<file path="src/rtl/dep_pkg.sv">
package dep_pkg;
    typedef enum logic [1:0] {
        LANE_SYS = 2'd0,
        LANE_P1  = 2'd1,
        LANE_P2  = 2'd2
    } lane_e;
endpackage

</file>
<file path="src/rtl/dep_force_map.sv">
module dep_force_map #(
    parameter int          IDX_W  = 6,
    parameter int          PERIOD = 16,
    parameter logic [15:0] MASK   = 16'h0919,
    parameter int          LIMIT  = 58
) (
    input  logic [IDX_W-1:0] idx,
    output logic             forced
);
    localparam int RES_W = $clog2(PERIOD);

    logic [RES_W-1:0]  residue;
    logic [PERIOD-1:0] hit;

    assign residue = idx[RES_W-1:0];

    for (genvar b = 0; b < PERIOD; b++) begin : g_res
        assign hit[b] = MASK[b] && (residue == RES_W'(b));
    end

    assign forced = (|hit) && (32'(idx) < 32'(LIMIT));
endmodule

</file>
<file path="src/rtl/dep_lane_fill.sv">
module dep_lane_fill
    import dep_pkg::*;
#(
    parameter int LLR_W = 6
) (
    input  lane_e             lane,
    input  logic              forced,
    input  logic              p2_ins,
    output logic              punct,
    output logic [LLR_W-1:0]  fill
);
    localparam logic [LLR_W-1:0] MAX_POS = {1'b0, {(LLR_W-1){1'b1}}};

    always_comb begin
        punct = 1'b0;
        fill  = '0;
        unique case (lane)
            LANE_SYS: punct = forced;
            LANE_P1: begin
                punct = forced;
                fill  = MAX_POS;
            end
            LANE_P2: punct = p2_ins;
            default: punct = 1'b0;
        endcase
    end
endmodule

</file>
<file path="src/rtl/dep_formatter.sv">
module dep_formatter
    import dep_pkg::*;
#(
    parameter int          LLR_W    = 6,
    parameter int          Z        = 64,
    parameter int          PERIOD   = 16,
    parameter logic [15:0] MASK     = 16'h0919,
    parameter int          TERM_LEN = 6,
    localparam int         IDX_W    = $clog2(Z)
) (
    input  logic             clk,
    input  logic             rst_n,
    input  logic [LLR_W-1:0] in_llr,
    input  logic             in_valid,
    output logic             in_ready,
    output logic [IDX_W-1:0] pos_idx,
    input  logic             pos_from_ins,
    output logic [LLR_W-1:0] out_sys,
    output logic [LLR_W-1:0] out_p1,
    output logic [LLR_W-1:0] out_p2,
    output logic             out_valid,
    output logic             out_last
);
    localparam int               LIMIT    = Z - TERM_LEN;
    localparam logic [IDX_W-1:0] LAST_IDX = IDX_W'(Z - 1);
    localparam logic [LLR_W-1:0] MAX_POS  = {1'b0, {(LLR_W-1){1'b1}}};

    typedef struct packed {
        logic [IDX_W-1:0] idx;
        lane_e            lane;
        logic [LLR_W-1:0] sys;
        logic [LLR_W-1:0] p1;
        logic             ovalid;
        logic             olast;
        logic [IDX_W-1:0] oidx;
        logic [LLR_W-1:0] osys;
        logic [LLR_W-1:0] op1;
        logic [LLR_W-1:0] op2;
    } state_t;

    state_t s_d, s_q;

    logic             cur_forced;
    logic             out_forced;
    logic             punct;
    logic [LLR_W-1:0] fill;

    dep_force_map #(
        .IDX_W(IDX_W), .PERIOD(PERIOD), .MASK(MASK), .LIMIT(LIMIT)
    ) u_map_cur (
        .idx(s_q.idx), .forced(cur_forced)
    );

    dep_force_map #(
        .IDX_W(IDX_W), .PERIOD(PERIOD), .MASK(MASK), .LIMIT(LIMIT)
    ) u_map_out (
        .idx(s_q.oidx), .forced(out_forced)
    );

    dep_lane_fill #(.LLR_W(LLR_W)) u_fill (
        .lane(s_q.lane), .forced(cur_forced), .p2_ins(pos_from_ins),
        .punct(punct), .fill(fill)
    );

    always_comb begin
        logic             take;
        logic [LLR_W-1:0] val;
        s_d        = s_q;
        s_d.ovalid = 1'b0;
        s_d.olast  = 1'b0;
        take       = punct || in_valid;
        val        = punct ? fill : in_llr;
        if (take) begin
            unique case (s_q.lane)
                LANE_SYS: begin
                    s_d.sys  = val;
                    s_d.lane = LANE_P1;
                end
                LANE_P1: begin
                    s_d.p1   = val;
                    s_d.lane = LANE_P2;
                end
                LANE_P2: begin
                    s_d.ovalid = 1'b1;
                    s_d.olast  = (s_q.idx == LAST_IDX);
                    s_d.oidx   = s_q.idx;
                    s_d.osys   = s_q.sys;
                    s_d.op1    = s_q.p1;
                    s_d.op2    = val;
                    s_d.idx    = (s_q.idx == LAST_IDX) ? '0 : s_q.idx + 1'b1;
                    s_d.lane   = LANE_SYS;
                end
                default: s_d.lane = LANE_SYS;
            endcase
        end
    end

    always_ff @(posedge clk) begin
        if (!rst_n) begin
            s_q      <= '0;
            s_q.lane <= LANE_SYS;
        end else begin
            s_q <= s_d;
        end
    end

    assign in_ready  = !punct;
    assign pos_idx   = s_q.idx;
    assign out_sys   = s_q.osys;
    assign out_p1    = s_q.op1;
    assign out_p2    = s_q.op2;
    assign out_valid = s_q.ovalid;
    assign out_last  = s_q.olast;

    AST_FORCED_P1_MAX: assert property (@(posedge clk) disable iff (!rst_n)
        out_valid && out_forced |-> out_p1 == MAX_POS);
    AST_FORCED_SYS_ZERO: assert property (@(posedge clk) disable iff (!rst_n)
        out_valid && out_forced |-> out_sys == '0);
    AST_STROBE_SINGLE: assert property (@(posedge clk) disable iff (!rst_n)
        out_valid |=> !out_valid);
    AST_WRAP_TO_ZERO: assert property (@(posedge clk) disable iff (!rst_n)
        out_valid && out_last |-> pos_idx == '0);
endmodule

</file>
<file path="config.mk">
export PLATFORM = sky130hd
export DESIGN_NAME = dep_formatter
export DESIGN_NICKNAME = d
export VERILOG_FILES = /design/src/rtl/dep_pkg.sv /design/src/rtl/dep_force_map.sv /design/src/rtl/dep_lane_fill.sv /design/src/rtl/dep_formatter.sv
export SDC_FILE = /design/constraint.sdc
export NUM_CORES = 1
export LEC_CHECK = 0
export BUFFER_PORTS_ARGS = -buffer_cell sky130_fd_sc_hd__buf_2
export CORE_ASPECT_RATIO = 1.25
export CORE_MARGIN = 2
export CORE_UTILIZATION = 35
export CTS_CLUSTER_SIZE = 20
export DETAILED_ROUTE_END_ITERATION = 8
export PLACE_DENSITY_LB_ADDON = 0.1
export SYNTH_ARGS = -nofsm -noshare
export SYNTH_HDL_FRONTEND = slang
export SYNTH_SLANG_ARGS = --single-unit
</file>
<file path="constraint.sdc">
create_clock -name clk -period 1.7 [get_ports clk]
set_input_delay 0.085 -clock clk [delete_from_list [all_inputs] [get_ports clk]]
set_output_delay 0.085 -clock clk [all_outputs]
set_load 0.02 [all_outputs]
</file>
==> results.sh, run 1 <==
export IMPL_multiInputGateArea_um2=741
export IMPL_syn2layout_area_growth_pct=18.6
export IMPL_synth_seq_cells=40
export IMPL_synth_seq_area_share=0.462
export IMPL_rsz0062_at_grt="yes"
export IMPL_rows=28
export IMPL_die_y_um=82.7
export IMPL_drt_pre_antenna_iters=4
export IMPL_maxCapViolCount=0
export IMPL_yosys_area_top_type_share=0.462
export IMPL_finalCritPeriodShare=1.00
export IMPL_cts_max_level=2
export IMPL_drt_total_wl_mm=3.74
export IMPL_setup_slack_ns=-0.00265
export IMPL_slowest_delay_ns=0.39
export IMPL_vias_per_cell=4.77
export IMPL_drc_errors=0
export IMPL_clk_latency_ns=0.29
export IMPL_path_max_fanout=7
export IMPL_hold_class="primary input to flop"
export IMPL_setup_viol_count_final=1
export IMPL_cp_start_kind="flop"
export IMPL_finalCriticalPeriod_ns=1.70
export IMPL_cp_slowest_cell="a211o_1"
export IMPL_antenna_cells=0
export IMPL_cp_cell_sequence="buf_4 > nor2_1 > o22ai_4 > buf_6 > a211o_1 > a32o_1"
export IMPL_ys_top_cells_by_area="dfxtp_1, buf_4, nand2_1"
export IMPL_design_area_mm2=0.00206
export IMPL_syn_num_nets=204
export IMPL_core_area_mm2=0.00476
export IMPL_synthTopCellsByCount="dfxtp_1, nand2_1, buf_4"
export IMPL_grt_pass1_wl_mm=6.01
export IMPL_portBuffers=36
export IMPL_cts_buffer_depth=2
export IMPL_fin_skew_ns=0.00479
export IMPL_worstPathRequired_ns=1.88
export IMPL_wl_per_cell_um=13.6
export IMPL_p_per_area_mw_per_mm2=993
export IMPL_io_pins=37
export IMPL_drtAntennaViolNets=0
export IMPL_synth_largest_area_cell="dfxtp_1"
export IMPL_placed_cell_area_mm2=0.00189
export IMPL_r2r_slack_ns=-0.003
export IMPL_layout_drive_gt1_share=0.321
export IMPL_synth_cell_types=36
export IMPL_regArea_um2=808
export IMPL_initial_core_util=0.364
export IMPL_final_hold_viol_count=0
export IMPL_avgSynthCellArea_um2=9.03
export IMPL_syn_inst=192
export IMPL_grt_total_usage=0.149
export IMPL_clk_pin_slew_worst_paths_ns=0.08
export IMPL_timing_fmax_ghz=0.587
export IMPL_ctsHoldBuffers=0
export IMPL_failed_checks="setup timing"
export IMPL_die_area_mm2=0.00553
export IMPL_worstPathArrival_ns=1.88
export IMPL_drtIter0Drc=53
export IMPL_clock_sinks=40
export IMPL_synth_most_common_cell="dfxtp_1"
export IMPL_numCtsBuffers=5
export IMPL_place_gp_congestion=0.857
export IMPL_fin_util=0.431
export IMPL_max_slew_margin=0.729
export IMPL_vdd_ir_drop_max_mv=0.452
export IMPL_crit_path_end_kind="flop"
export IMPL_syn_cell_area_mm2=0.00173
export IMPL_vias=1311
export IMPL_synth_edf_count=0
export IMPL_cts_root_buf="clkbuf_8"
export IMPL_synthArstFlopShare=0
export IMPL_num_fill_cells=493
export IMPL_grt_max_degree=24
export IMPL_synth_ff_type="dfxtp_1"
export IMPL_cts_tree="done"
export IMPL_path_class="flop to flop"
export IMPL_finalNetCount=226
export IMPL_status="complete, but fails checks"
export IMPL_yosys_warnings=0
export IMPL_worst_slew_pin_slew_ns=0.404
export IMPL_overflow=0
export IMPL_die_width_um=66.9
export IMPL_drv_slew=0
export IMPL_antenna_found_initial=0
export IMPL_hpwl_mm=2.70
export IMPL_fin_tns_setup_ns=-0.00265
export IMPL_p_leak_nw=0.822
export IMPL_grt_pass1_vias=1259
## final timing paths
check,from,to,cells past startpoint
min reg2reg,out_p2[3]$_SDFFE_PN0P_,out_p2[3]$_SDFFE_PN0P_,2
max,pos_idx[1]$_SDFFE_PN0P_,s_q[35]$_SDFFE_PN0P_,6
min,in_llr[5],s_q[37]$_SDFFE_PN0P_,2
max reg2reg,pos_idx[1]$_SDFFE_PN0P_,s_q[35]$_SDFFE_PN0P_,6
## kinds of logic (layout without fill, tap and decap cells)
| kind of cell | after synthesis | after routing | share of synthesized area |
|---|---|---|---|
| xor+xnor | 4 | 4 | 0.0202 |
| simple gates | 68 | 68 | 0.191 |
| fa+ha+maj | 2 | 2 | 0.0144 |
| buf+inv | 36 | 59 | 0.132 |
| flops | 40 | 40 | 0.462 |
| mux | 2 | 2 | 0.0123 |
| compound gates | 40 | 40 | 0.168 |
## metal layers
| metal | GRT usage | routed length [µm] | up-vias |
|---|---|---|---|
| met3 | 0.0379 | 171 | 6 |
| li1 | - | - | 679 |
| met5 | 0 | 0 | - |
| met2 | 0.253 | 1810 | 31 |
| met1 | 0.178 | 1700 | 595 |
| met4 | 0.0612 | 61 | 0 |
## state kept, by name (all words and copies together) (netlist names)
register,flops
out_valid,1
s_q,14
out_sys,6
out_last,1
pos_idx,6
out_p1,6
out_p2,6
## power by group
group	switching, mW	internal (mW)
Combinational	0.121	0.0895
Clock	0.325	0.518
Sequential	0.0247	0.965
## layout make-up
| class | instances | share of cell area |
|---|---|---|
| clock inverters | 1 | 0.0146 |
| multi-input cells | 116 | 0.360 |
| well taps | 60 | 0.0365 |
| flip-flops and latches | 40 | 0.393 |
| repair buffers | 47 | 0.139 |
| inverters | 4 | 0.00974 |
| clock buffers | 7 | 0.0469 |
## layout by cell type (no fill, tap or decap), types with 2 or more instances in the layout
| master | synthesis | final |
|---|---|---|
| ha_4 | 0 | 2 |
| o221a_1 | 5 | 5 |
| a21oi_1 | 21 | 21 |
| buf_6 | 0 | 2 |
| nor3_1 | 2 | 2 |
| inv_1 | 4 | 2 |
| a32o_1 | 6 | 6 |
| dfxtp_1 | 40 | 38 |
| clkbuf_8 | 0 | 7 |
| dfxtp_4 | 0 | 2 |
| nand2_1 | 36 | 36 |
| nand2b_1 | 4 | 4 |
| buf_2 | 3 | 35 |
| nand3_1 | 6 | 6 |
| nand4b_1 | 2 | 2 |
| and3_1 | 2 | 2 |
| buf_4 | 24 | 9 |
| nor2_1 | 7 | 7 |
| inv_4 | 0 | 2 |
| xnor2_1 | 4 | 4 |
## worst max-delay path, delay by kind of cell (launching register included)
family	cells	cell delay, ns
AO/OA/AOI/OAI	3	0.79
flip-flops	1	0.37
buffers and inverters	2	0.27
AND/OR/NAND/NOR	1	0.18
## timing repair
action | in CTS | in global routing
gates resized for setup | 9 | 1
buffers inserted | 0 | 1
pin swaps | 1 | 2
endpoints found under the setup margin | 12 | 12
## stage by stage
stage / std cells / setup slack [ns] / power (mW) / hold WS [ns]
5_1_grt: 275 / -0.0412 / 2.13 / 0.0361
3_3_place_gp: 266 / 0.0279 / 1.21 / 0.345
6_report: 275 / -0.00265 / 2.04 / 0.0513
4_1_cts: 274 / 0.00673 / 2.07 / 0.0396
3_5_place_dp: 266 / -0.0260 / 1.22 / 0.348
2_1_floorplan: 192 / 0.00821 / 1.15 / 0.211
(Power assumes the default switching activity.)
==> inputs of run 2 (changes only) <==
--- a/config.mk
+++ b/config.mk
@@ -8,7 +8,7 @@
 export BUFFER_PORTS_ARGS = -buffer_cell sky130_fd_sc_hd__buf_2
 export CORE_ASPECT_RATIO = 1.25
 export CORE_MARGIN = 2
-export CORE_UTILIZATION = 35
+export CORE_UTILIZATION = 48
 export CTS_CLUSTER_SIZE = 20
 export DETAILED_ROUTE_END_ITERATION = 8
 export PLACE_DENSITY_LB_ADDON = 0.1
==> constraint.sdc (replaced) <==
create_clock -name clk -period 1.4 [get_ports clk]
set_input_delay 0.07 -clock clk [delete_from_list [all_inputs] [get_ports clk]]
set_output_delay 0.07 -clock clk [all_outputs]
set_load 0.02 [all_outputs]
==> run 2 against run 1 <==
The flow still finishes with violations (setup timing). Flip-flop and latch count did not move. First-iteration DRC count down 30%. Wire length up 3.1%. Register-to-register slack got worse by 0.29 ns. Total power is 26% higher. Critical endpoint is now s_q[26]$_SDFFE_PN0P_. Largest power group unchanged. Highest routed layer unchanged.
==> results.sh, run 2 (synthesis results as in run 1) <==
export IMPL_fin_util=0.622
export IMPL_grt_util_met1=0.212
export IMPL_maxCapViolCount=0
export IMPL_die_area_mm2=0.00411
export IMPL_cts_tree="done"
export IMPL_setup_slack_ns=-0.297
export IMPL_critPathBufInv=1
export IMPL_slowest_delay_ns=0.44
export IMPL_instances_no_fill=266
export IMPL_pwr_share_comb=0.111
export IMPL_top_register="s_q"
export IMPL_grt_pass1_vias=1424
export IMPL_die_y_um=71.2
export IMPL_top_usage_layer="met2"
export IMPL_path_class="flop to flop"
export IMPL_portBuffers=36
export IMPL_cp_top_family="compound AO/OA/AOI/OAI gates"
export IMPL_worstPathArrival_ns=1.87
export IMPL_ctsHoldBuffers=0
export IMPL_cp_cell_sequence="inv_4 > ha_4 > o21ba_4 > o22ai_4 > or3b_4 > o221a_1"
export IMPL_path_max_fanout=6
export IMPL_cp_slowest_cell="or3b_4"
export IMPL_vdd_ir_drop_max_mv=0.794
export IMPL_drt_total_wl_mm=3.86
export IMPL_grt_pass1_wl_mm=6.40
export IMPL_drtIter0Drc=37
export IMPL_power_switching_mw=0.569
export IMPL_placed_cell_area_mm2=0.00195
export IMPL_vias_per_cell=5.29
export IMPL_worstPathRequired_ns=1.58
export IMPL_timing_fmax_ghz=0.589
export IMPL_hpwl_mm=2.82
export IMPL_overflow=0
export IMPL_crit_path_end_kind="flop"
export IMPL_layout_drive_gt1_share=0.383
export IMPL_p_per_area_mw_per_mm2=1190
export IMPL_cp_start_kind="flop"
export IMPL_status="complete, but fails checks"
export IMPL_syn2layout_area_growth_pct=25.0
export IMPL_antenna_cells=0
export IMPL_largest_reg_flops=14
export IMPL_drtAntennaViolNets=0
export IMPL_clock_sinks=40
export IMPL_final_common_cell="dfxtp_1"
export IMPL_final_hold_viol_count=0
export IMPL_antenna_found_initial=0
export IMPL_p_total_mw=2.57
export IMPL_fin_tns_setup_ns=-3.44
export IMPL_fin_skew_ns=0.00643
export IMPL_final_cell_mix="dfxtp_1, nand2_1, buf_2, a21oi_1, buf_4"
export IMPL_grt_total_usage=0.207
export IMPL_core_area_mm2=0.00348
export IMPL_clk_latency_ns=0.29
export IMPL_finalNetCount=239
export IMPL_die_width_um=57.7
export IMPL_drc_errors=0
export IMPL_grtUsageMet3=0.0640
export IMPL_io_pins=37
export IMPL_place_gp_congestion=0.795
export IMPL_rows=24
export IMPL_wl_per_cell_um=14.5
export IMPL_cts_buffer_depth=2
export IMPL_p_int_mw=2.00
export IMPL_drt_pre_antenna_iters=4
export IMPL_p_leak_nw=0.896
export IMPL_worst_slew_pin_slew_ns=0.420
export IMPL_placed_cells=256
export IMPL_cts_max_level=2
export IMPL_rsz0062_at_grt="yes"
export IMPL_vias=1406
export IMPL_design_area_mm2=0.00217
export IMPL_hold_class="primary input to flop"
export IMPL_drv_slew=0
export IMPL_max_slew_margin=0.719
export IMPL_finalCriticalPeriod_ns=1.70
export IMPL_clk_pin_slew_worst_paths_ns=0.08
export IMPL_finalCritPeriodShare=1.21
export IMPL_p_sw_frac=0.221
export IMPL_initial_core_util=0.497
export IMPL_grt_util_met2=0.381
export IMPL_failed_checks="setup timing"
export IMPL_setup_viol_count_final=15
export IMPL_grt_max_degree=24
export IMPL_cts_root_buf="clkbuf_8"
export IMPL_numCtsBuffers=5
export IMPL_p_seq_frac=0.467
export IMPL_p_clk_frac=0.422
run 2: worst paths after layout:
kind | from | to | slack [ns] | cells after the start
setup / recovery | pos_idx[1]$_SDFFE_PN0P_ | s_q[26]$_SDFFE_PN0P_ | -0.30 | 6
hold / removal | in_llr[2] | s_q[34]$_SDFFE_PN0P_ | 0.02 | 2
setup reg to reg | pos_idx[1]$_SDFFE_PN0P_ | s_q[26]$_SDFFE_PN0P_ | -0.30 | 6
hold reg to reg | out_p2[1]$_SDFFE_PN0P_ | out_p2[1]$_SDFFE_PN0P_ | 0.45 | 2
run 2: repair_timing:
| action | CTS | global route |
|---|---|---|
| resized for setup | 9 | 6 |
| buffers inserted | 1 | 2 |
| pin swaps | 0 | 4 |
| setup endpoints to repair | 15 | 30 |
run 2: power groups by stage:
| stage | sequential [mW] | clock [mW] | combinational (mW) |
|---|---|---|---|
| global placement | 1.22 | 0 | 0.258 |
| floorplan | 1.22 | 0 | 0.168 |
| finish | 1.20 | 1.08 | 0.286 |
| CTS | 1.20 | 1.10 | 0.279 |
| global route | 1.20 | 1.14 | 0.312 |
| detailed placement | 1.23 | 0 | 0.267 |
run 2: worst reg2reg max path, delay by kind of cell, from the launching register on:
kind | cells | cell delay, ns
compound gates | 3 | 0.57
flops | 1 | 0.38
simple gates | 1 | 0.44
buf+inv | 1 | 0.04
fa+ha+maj | 1 | 0.15
run 2: final cells by class:
class                   instances  area (µm²)
repair buffers                 60         395
well taps                      39        48.8
fillers                       329        1320
multi-input cells             116         767
clock inverters                 2        60.1
clock buffers                   5        68.8
inverters                       4        17.5
flip-flops and latches         40         808
run 2: layer usage:
metal / share of wire / up-vias
met5: 0 / -
met4: 0.014 / 0
met3: 0.057 / 6
met2: 0.55 / 38
met1: 0.38 / 658
li1: - / 704
run 2: stage by stage:
stage               hold WS, ns  setup WS (ns)
global route             0.0268         -0.358
finish                   0.0226         -0.297
floorplan                 0.196         -0.291
detailed placement        0.329         -0.323
CTS                      0.0257         -0.307
global placement          0.334         -0.263
